**src/rtl/limit_timer_pkg.sv**
```systemverilog
package limit_timer_pkg;
  localparam int VAL_W    = 21;
  localparam int VAL_LSB  = 10;
  localparam int FLAG_BIT = 31;
  localparam int OFF_W    = 2;

  typedef enum logic [OFF_W-1:0] {
    OFF_LIMIT = 2'd0,
    OFF_COUNT = 2'd1,
    OFF_NOCLR = 2'd2,
    OFF_CTRL  = 2'd3
  } reg_off_e;

  localparam logic [VAL_W-1:0] CPU_RST_LIM = 21'h002710;

  function automatic logic [31:0] pack_word(input logic flag, input logic [VAL_W-1:0] val);
    return {flag, val, {VAL_LSB{1'b0}}};
  endfunction
endpackage

```
**src/rtl/timer_regdec.sv**
```systemverilog
module timer_regdec
  import limit_timer_pkg::*;
#(
  parameter int N_BLK  = 3,
  parameter int ADDR_W = 6
) (
  input  logic              clk_i,
  input  logic              rst_ni,
  input  logic              req_i,
  input  logic [ADDR_W-1:0] addr_i,
  output logic [N_BLK-1:0]  sel_o,
  output reg_off_e          off_o
);
  localparam int BLK_W = ADDR_W - OFF_W;

  logic [BLK_W-1:0] blk;
  assign blk   = addr_i[ADDR_W-1:OFF_W];
  assign off_o = reg_off_e'(addr_i[OFF_W-1:0]);

  for (genvar b = 0; b < N_BLK; b++) begin : g_sel
    assign sel_o[b] = req_i && (blk == BLK_W'(b));
  end

  // at most one block selected per access
  p_sel_onehot_r10: assert property (@(posedge clk_i) disable iff (!rst_ni)
    $onehot0(sel_o));
  p_sel_needs_req_r10: assert property (@(posedge clk_i) disable iff (!rst_ni)
    !req_i |-> (sel_o == '0));
endmodule

```
**src/rtl/timer_chan.sv**
```systemverilog
module timer_chan
  import limit_timer_pkg::*;
#(
  parameter bit               IS_CPU  = 1'b1,
  parameter logic [VAL_W-1:0] RST_LIM = CPU_RST_LIM
) (
  input  logic        clk_i,
  input  logic        rst_ni,
  input  logic        tick_i,
  input  logic        sel_i,
  input  logic        we_i,
  input  reg_off_e    off_i,
  input  logic [31:0] wdata_i,
  output logic [31:0] rdata_o,
  output logic        flag_o
);
  logic [VAL_W-1:0] lim_q, cnt_q;
  logic             flag_q, en_q;
  logic [VAL_W-1:0] wval;
  logic             wr, rd, run, wrap;
  logic             unused_wbits;

  assign wval         = wdata_i[FLAG_BIT-1:VAL_LSB];
  assign unused_wbits = ^{wdata_i[FLAG_BIT], wdata_i[VAL_LSB-1:1]};
  assign wr           = sel_i && we_i;
  assign rd           = sel_i && !we_i;
  assign run          = (lim_q != '0) && (IS_CPU ? en_q : 1'b1);
  // compare against old count; >= also recovers from a lowered limit
  assign wrap         = tick_i && run && (({1'b0, cnt_q} + 1'b1) >= {1'b0, lim_q});

  always_ff @(posedge clk_i or negedge rst_ni) begin
    if (!rst_ni) begin
      lim_q  <= RST_LIM;
      cnt_q  <= VAL_W'(1);
      flag_q <= 1'b0;
      en_q   <= 1'b0;
    end else begin
      if (wr && off_i == OFF_LIMIT) begin
        lim_q  <= wval;
        cnt_q  <= VAL_W'(1);
        flag_q <= 1'b0;
      end else begin
        if (wr && off_i == OFF_NOCLR) lim_q <= wval;
        if (wr && off_i == OFF_COUNT) cnt_q <= wval;
        else if (tick_i && run)       cnt_q <= wrap ? VAL_W'(1) : cnt_q + 1'b1;
        // set wins over the read acknowledge
        if (wrap)                             flag_q <= 1'b1;
        else if (rd && off_i == OFF_LIMIT)    flag_q <= 1'b0;
      end
      if (IS_CPU && wr && off_i == OFF_CTRL) en_q <= wdata_i[0];
    end
  end

  always_comb begin
    unique case (off_i)
      OFF_LIMIT, OFF_NOCLR: rdata_o = pack_word(flag_q, lim_q);
      OFF_COUNT:            rdata_o = pack_word(flag_q, cnt_q);
      default:              rdata_o = {31'b0, IS_CPU ? en_q : 1'b0};
    endcase
  end

  assign flag_o = flag_q;

  p_step_r3: assert property (@(posedge clk_i) disable iff (!rst_ni)
    tick_i && run && !wrap && !sel_i |=> cnt_q == $past(cnt_q) + 1'b1);
  p_hold_r3: assert property (@(posedge clk_i) disable iff (!rst_ni)
    !tick_i && !wr |=> $stable(cnt_q));
  p_lim_wr_r2: assert property (@(posedge clk_i) disable iff (!rst_ni)
    wr && off_i == OFF_LIMIT |=> cnt_q == VAL_W'(1) && !flag_q);
  p_wrap_r4: assert property (@(posedge clk_i) disable iff (!rst_ni)
    wrap && !sel_i |=> cnt_q == VAL_W'(1) && flag_q);
  p_rdclr_r6: assert property (@(posedge clk_i) disable iff (!rst_ni)
    rd && off_i == OFF_LIMIT && !tick_i |=> !flag_q);
  p_noclr_keep_r7: assert property (@(posedge clk_i) disable iff (!rst_ni)
    wr && off_i == OFF_NOCLR && !tick_i |=> $stable(cnt_q) && $stable(flag_q));
  p_zero_lim_r8: assert property (@(posedge clk_i) disable iff (!rst_ni)
    lim_q == '0 && !sel_i |=> $stable(cnt_q) && $stable(flag_q));
  p_gate_r9: assert property (@(posedge clk_i) disable iff (!rst_ni)
    IS_CPU && !en_q && !sel_i |=> $stable(cnt_q));
endmodule

```
**src/rtl/limit_timer_array.sv**
```systemverilog
module limit_timer_array
  import limit_timer_pkg::*;
#(
  parameter int N_CPU  = 2,
  parameter int ADDR_W = 6
) (
  input  logic              clk_i,
  input  logic              rst_ni,
  input  logic              tick_i,
  input  logic              req_i,
  input  logic              we_i,
  input  logic [ADDR_W-1:0] addr_i,
  input  logic [31:0]       wdata_i,
  output logic [31:0]       rdata_o,
  output logic [N_CPU-1:0]  irq_cpu_o,
  output logic [N_CPU-1:0]  irq_bcast_o
);
  localparam int N_BLK = N_CPU + 1;

  logic [N_BLK-1:0] sel;
  reg_off_e         off;
  logic [31:0]      blk_rd [N_BLK];
  logic [N_BLK-1:0] blk_flag;
  logic [31:0]      rd_mux;

  timer_regdec #(.N_BLK(N_BLK), .ADDR_W(ADDR_W)) u_dec (
    .clk_i (clk_i),
    .rst_ni(rst_ni),
    .req_i (req_i),
    .addr_i(addr_i),
    .sel_o (sel),
    .off_o (off)
  );

  for (genvar b = 0; b < N_BLK; b++) begin : g_chan
    localparam bit IS_CPU = (b < N_CPU);
    timer_chan #(
      .IS_CPU (IS_CPU),
      .RST_LIM(IS_CPU ? CPU_RST_LIM : '0)
    ) u_chan (
      .clk_i  (clk_i),
      .rst_ni (rst_ni),
      .tick_i (tick_i),
      .sel_i  (sel[b]),
      .we_i   (we_i),
      .off_i  (off),
      .wdata_i(wdata_i),
      .rdata_o(blk_rd[b]),
      .flag_o (blk_flag[b])
    );
  end

  assign irq_cpu_o   = blk_flag[N_CPU-1:0];
  assign irq_bcast_o = {N_CPU{blk_flag[N_CPU]}};

  always_comb begin
    rd_mux = '0;
    for (int b = 0; b < N_BLK; b++) begin
      if (sel[b]) rd_mux = rd_mux | blk_rd[b];
    end
  end

  always_ff @(posedge clk_i or negedge rst_ni) begin
    if (!rst_ni)             rdata_o <= '0;
    else if (req_i && !we_i) rdata_o <= rd_mux;
  end

  p_rdata_hold_r11: assert property (@(posedge clk_i) disable iff (!rst_ni)
    !(req_i && !we_i) |=> $stable(rdata_o));
  p_unmapped_r10: assert property (@(posedge clk_i) disable iff (!rst_ni)
    req_i && !we_i && sel == '0 |=> rdata_o == '0);
  p_low_zero_r6: assert property (@(posedge clk_i) disable iff (!rst_ni)
    $past(req_i && !we_i && addr_i[1:0] != 2'd3) |-> rdata_o[VAL_LSB-1:0] == '0);
endmodule

```
**config.mk**
```make
export PLATFORM = sky130hd
export DESIGN_NAME = limit_timer_array
export DESIGN_NICKNAME = d
export VERILOG_FILES = /design/src/rtl/limit_timer_pkg.sv /design/src/rtl/timer_regdec.sv /design/src/rtl/timer_chan.sv /design/src/rtl/limit_timer_array.sv
export SDC_FILE = /design/constraint.sdc
export NUM_CORES = 1
export LEC_CHECK = 0
export BUFFER_PORTS_ARGS = -buffer_cell sky130_fd_sc_hd__buf_4
export CELL_PAD_IN_SITES_DETAIL_PLACEMENT = 1
export CELL_PAD_IN_SITES_GLOBAL_PLACEMENT = 1
export CORE_ASPECT_RATIO = 1.2
export CORE_MARGIN = 4
export CORE_UTILIZATION = 40
export DETAILED_ROUTE_END_ITERATION = 10
export HOLD_SLACK_MARGIN = 0.05
export PLACE_DENSITY_LB_ADDON = 0.05
export SETUP_SLACK_MARGIN = 0.3
export SLEW_MARGIN = 15
export SYNTH_ARGS = -nofsm -noshare
export SYNTH_HDL_FRONTEND = slang
export SYNTH_SLANG_ARGS = --single-unit
```
**constraint.sdc**
```tcl
create_clock -name clk_i -period 3.9 [get_ports clk_i]
set_input_delay 0.39 -clock clk_i [delete_from_list [all_inputs] [get_ports clk_i]]
set_output_delay 0.39 -clock clk_i [all_outputs]
set_load 0.005 [all_outputs]
```
==> metrics.txt, run 1 <==
share of cells above drive strength 1=0.226; TritonCTS Sinks=154; Area contributors post-synth=dfrtp_1, ha_1, nand2_1; internal reg-to-reg setup slack=0.28 ns; synthesized area=10400 µm²; Crit path arrival time=3.99 ns; core area=25500 µm²; GP Congestion=0.874; Setup TNS Final=0 ns; Tot GR Track Use=0.252; clock-pin slew on the worst setup and hold paths=0.07 ns; total power=5.80 mW; Layout Utilization=0.481; Die X=155 µm; antenna-violating nets left=0; Final Max Tran Viols=0; Crit-path slowest cell=dfstp_2; Mapped Cells=1162; # diodes=0; Die ar.=28600 µm²; Final Setup Violations=0; Fmax=0.276 GHz; min-delay worst type=in2reg; Max Cap Viol=0; Slew @ Worst Pin=0.861 ns; largest net degree at the start of global routing=74; Layout Cells excl Fill=1576; WP data required=4.27 ns; Synth Flop Type=dfrtp_1; initial antenna violation count=2; Hold Vio Cnt, Final=0; Layout Skew=0.0135 ns; drt drc=0; crit-path cells=nand2_2 > or3_4 > or2_4 > nor3_4 > xnor2_2 > inv_2 > ha_4 > a211oi_1 > o21ai_0 > o211ai_1 > and3_1 > nand4b_1 > buf_6 > buf_12 > nand2b_1 > nand2_1; Post-synth EDFFs=0; post-DP HPWL=27.1 mm; period utilization=0.929; Cell variety after synth=62; status=finished clean; synthesis-to-layout area growth=18.5%; initial drt markers=483; H-tree Lvls=4; top fanout value on the critical path=10; IO Count=79; leak pwr=5.78 nW; critical path capture point type=flop; DR pass1 iterations=5; vias=9086; R2R depth=16; Die Y=184 µm; Routed WL=36.8 mm; Row Count=64; CTS root buf=clkbuf_16; TritonCTS clock tree=done; first-pass GRT wire length=55.1 mm; Placed Cells=1523; pwr/cell area=472 nW/µm²; RSZ-0062 raised after global routing=true; relative slew slack=0.426; GR Overflow Total=0; Initial Utilization=0.406; Endpoint, Worst Hold=g_chan[1].u_chan.en_q; worst-case clock buffer depth=2; PortBufs=59; clock latency at the later pin of the worst-skew pair=0.44 ns; fin crit period=3.62 ns; Nets=1342; Avg Inst Size Synth=8.93 µm²; ys async rst share=1.00; FF+latch count, synth=154; worst reg2reg path endpoint=g_chan[0].u_chan.cnt_q[13]; hold path startpoint=wdata_i[0]; Vias/cell=5.77; CTS buffer count=17; vias in the first global route=9285; post-synth top area cell=dfrtp_1; crit-path max cell delay=0.59 ns; synth warn=0; DR WL/cell=23.3 µm; worst reg2reg path startpoint=g_chan[0].u_chan.cnt_q[0]; startpoint types=flop; Worst IR Drop VDD=0.231 mV; post-synth top area share=0.340; WS Path Type=reg2reg; sequential area share after synthesis=0.373; hold depth=2
## registers in the layout, summed over array words and instances, names as in the netlist
register,flops
g_chan.u_chan.en_q,2
g_chan.u_chan.flag_o,3
g_chan.u_chan.lim_q,63
rdata_o,23
g_chan.u_chan.cnt_q,63
## kinds of logic after synthesis
group	share of synthesized area
other cells	0.000361
simple gates	0.164
flops	0.373
xor+xnor	0.0490
buf+inv	0.0731
compound gates	0.172
fa+ha+maj	0.0796
mux	0.0888
## metal layers
layer  vias to the layer above  wire, µm  global-route usage
li1                       4241         -                   -
met1                      4631     16800               0.343
met2                       169     17800               0.418
met3                        45      1210              0.0310
met4                         0       919              0.0816
met5                         -         0                   0
## layout by cell type (no fill, tap or decap), drive strengths merged, types with 13 or more instances in the layout
cell type  netlist  routed
dfstp           13      13
o21ai           91      91
nand2          126     126
ha              66      66
clkbuf          39      25
dfrtp          141     141
nand2b          15      15
o22a            14      14
buf             37     119
nand4           26      26
nor2            67      67
xnor2           40      40
nand3           35      35
nor4            13      13
inv            101     101
xor2            18      18
mux2i           29      29
and3            22      22
mux2            50      50
a22oi           50      50
a21oi           56      56
nor3            13      13
## per-stage QoR
step                      setup slack [ns]  area [µm²]  hold slack [ns]
after floorplan                      0.525       10400           0.0944
after global placement              0.0956       11200            0.463
after detailed placement            0.0533       11200            0.471
after CTS                            0.300       11900            0.189
after global routing                 0.195       12300            0.196
final                                0.279       12300            0.210
## report_power, final
group,leakage (nW),switching (mW),total (mW),internal [mW]
Clock,0.271,0.713,1.69,0.977
Combinational,3.52,1.03,1.88,0.850
Sequential,1.99,0.365,2.23,1.87
Total,5.78,2.11,5.80,3.69
## worst max-delay path by stage
stage	from	endpoint	slack, ns	depth (start not counted)
after detailed placement	g_chan[1].u_chan.cnt_q[0]	g_chan[1].u_chan.cnt_q[0]	0.05	16
after CTS	g_chan[1].u_chan.cnt_q[0]	g_chan[1].u_chan.cnt_q[0]	0.30	16
after floorplan	g_chan[1].u_chan.cnt_q[0]	g_chan[1].u_chan.cnt_q[10]	0.52	16
after global placement	g_chan[1].u_chan.cnt_q[0]	g_chan[1].u_chan.cnt_q[0]	0.1	16
after global routing	g_chan[0].u_chan.cnt_q[0]	g_chan[0].u_chan.cnt_q[12]	0.20	16
final	g_chan[0].u_chan.cnt_q[0]	g_chan[0].u_chan.cnt_q[13]	0.28	16
## what timing repair did
action                     CTS  global route
resized for setup           17            73
setup endpoints to repair   42            60
pin swaps                    5            25
hold endpoints to repair    63             0
setup buffers                1            17
hold buffers                 1             0
cloned                       0             2
## critical path, delay by kind of cell (launching register included)
| family | cells | cell delay [ns] |
|---|---|---|
| AOI/OAI and AO/OA | 3 | 0.61 |
| xor gates and xnor gates | 1 | 0.15 |
| adders and majority gates | 1 | 0.22 |
| buffers and inverters | 3 | 0.39 |
| DFF | 1 | 0.59 |
| and+or+nand+nor | 8 | 1.58 |
## cell usage after synthesis, types with 14 or more instances
| cell type | instances |
|---|---|
| xor2_1 | 18 |
| o21ai_0 | 86 |
| nand2b_1 | 15 |
| dfrtp_1 | 141 |
| clkbuf_1 | 37 |
| nand3_1 | 35 |
| a21oi_1 | 56 |
| nand2_1 | 126 |
| o22a_1 | 14 |
| nand4_1 | 25 |
| mux2_4 | 18 |
| and3_1 | 22 |
| nor2_1 | 65 |
| xnor2_1 | 40 |
| a22oi_1 | 50 |
| mux2i_1 | 29 |
| buf_2 | 16 |
| ha_1 | 66 |
| mux2_2 | 32 |
| inv_1 | 101 |
## final cells by class
class                      count  area (µm²)
clock buffer                  25         475
clock inverter                 7        93.8
fill                        2994       13200
inverter                     101         379
multi-input combinational    839        6100
sequential                   154        3880
tap                          330         413
timing repair buffer         120         960
No activity file was read; power rests on OpenSTA's default activity.
==> inputs of run 2 (changes only) <==
clock period = 4.4 ns   (was 3.9 ns; I/O delays follow)
==> metrics.txt, run 2 (synthesized netlist as in run 1, its figures left out) <==
crit-path max cell delay=0.59 ns; CTS buffer count=17; Vias/cell=5.74; Final Hold Slack=0.136 ns; Max Cap Viol=0; # diodes=0; most used cell, CP=buf_4; relative slew slack=0.308; share of cells above drive strength 1=0.162; pwr/cell area=425 nW/µm²; drt drc=0; Final Setup Violations=0; first-pass GRT wire length=55.0 mm; WP data required=4.74 ns; Crit path arrival time=4.19 ns; Critical Path Sink=g_chan[1].u_chan.cnt_q[10]; leak pwr=5.56 nW; top fanout value on the critical path=14; initial drt markers=448; Layout Skew=0.00961 ns; Die X=155 µm; Final Max Tran Viols=0; CP Buf/Inv Count=4; crit-path cells=ha_1 > nand3_2 > nor2_4 > buf_4 > nand4_1 > buf_4 > xor2_1 > inv_1 > ha_1 > nand4_1 > a21oi_1 > a211oi_1 > o221ai_1 > or4b_1 > buf_4 > o21ai_0; H-tree Lvls=4; Hold Vio Cnt, Final=0; vias in the first global route=9133; status=finished clean; hold buffer count at CTS=0; RSZ-0062 raised after global routing=false; Die ar.=28600 µm²; core area=25500 µm²; Worst IR Drop VDD=0.209 mV; GP Congestion=0.842; DR pass1 iterations=5; TritonCTS Sinks=154; WS Path Type=reg2reg; clock-pin slew on the worst setup and hold paths=0.07 ns; post-place setup slack=0.466 ns; fillcell total=2990; TritonCTS clock tree=done; largest net degree at the start of global routing=97; PortBufs=59; Crit. path cell count=16; CP top delay family=simple AND/OR/NAND/NOR gates; crit path from=g_chan[1].u_chan.cnt_q[0]; clock latency at the later pin of the worst-skew pair=0.43 ns; DR WL/cell=22.8 µm; Setup TNS Final=0 ns; internal reg-to-reg setup slack=0.56 ns; initial antenna violation count=0; post-DP HPWL=26.4 mm; CTS root buf=clkbuf_16; Fmax=0.260 GHz; critical path capture point type=flop; antenna-violating nets left=0; min-delay worst type=in2async; startpoint types=flop; Routed WL=35.2 mm; fin crit period=3.84 ns; synthesis-to-layout area growth=13.2%; commonest non-fill, non-tap cells in the layout=dfrtp_1, nand2_1, inv_1; GR Overflow Total=0; worst reg2reg path startpoint=g_chan[1].u_chan.cnt_q[0]; commonest non-fill, non-tap cell in the layout=dfrtp_1; Crit-path slowest cell=dfstp_2; largest registers=g_chan.u_chan.cnt_q: 63 flops, g_chan.u_chan.lim_q: 63 flops, rdata_o: 23 flops; worst-case clock buffer depth=2; min setup slack post-route=0.557 ns; Die Y=184 µm; Row Count=64; Slew @ Worst Pin=1.03 ns; Nets=1307; vias=8838; IO Count=79; Initial Utilization=0.406; worst reg2reg path endpoint=g_chan[1].u_chan.cnt_q[10]; R2R depth=16; period utilization=0.873; Tot GR Track Use=0.252
==> run 2: cell types whose count changed in the layout (fill, tap and decap cells not counted), moves of 6 or more <==
cell	previous run	this run
buf_4	111	83
dfrtp_1	134	141
dfrtp_2	7	0
o21ai_0	78	85
o21ai_1	13	6
xnor2_1	34	40
xnor2_2	6	0
==> run 2: how the worst min path moves through the flow <==
stage | start | endpoint
final | rst_ni | g_chan[2].u_chan.lim_q[2]
after global routing | rst_ni | g_chan[2].u_chan.lim_q[2]
after CTS | rst_ni | g_chan[2].u_chan.lim_q[2]
after detailed placement | rdata_o[31] | rdata_o[31]
after global placement | rdata_o[31] | rdata_o[31]
after floorplan | rst_ni | g_chan[0].u_chan.cnt_q[10]
==> run 2: area by class of cell <==
cell class	count	area [µm²]	share of cell area
Multi-Input combinational cell	839	5830	0.496
Clock inverter	8	120	0.0102
Sequential cell	154	3870	0.329
Clock buffer	24	482	0.0410
Inverter	101	379	0.0323
Tap cell	330	413	0.0351
Timing Repair Buffer	85	654	0.0557
==> run 2: metrics by stage <==
| stage | area [µm²] | cells | total power, mW | utilization |
|---|---|---|---|---|
| 5_1_grt | 11700 | 1541 | 5.32 | 0.460 |
| 6_report | 11700 | 1541 | 4.99 | 0.460 |
| 2_1_floorplan | 10400 | 1170 | 2.88 | - |
| 3_3_place_gp | 11100 | 1508 | 3.41 | 0.435 |
| 3_5_place_dp | 11100 | 1508 | 3.45 | 0.435 |
| 4_1_cts | 11700 | 1540 | 5.03 | 0.458 |
==> run 2: power breakdown <==
part	switching (mW)	internal, mW	total, mW
clock	0.612	0.936	1.55
sequential	0.329	1.65	1.98
combinational	0.831	0.626	1.46
total	1.77	3.22	4.99
==> run 2: routing by layer <==
| layer | global-route usage | part of all wire | up-vias |
|---|---|---|---|
| met5 | 0 | 0 | - |
| met4 | 0.0580 | 0.015 | 0 |
| met3 | 0.0275 | 0.031 | 31 |
| met2 | 0.424 | 0.49 | 141 |
| met1 | 0.349 | 0.46 | 4490 |
| li1 | - | - | 4176 |
==> run 2: repair_timing <==
| item | CTS | global route |
|---|---|---|
| resized for setup | 0 | 9 |
| buffers inserted | 0 | 1 |
| endpoints found under the setup margin | 0 | 38 |
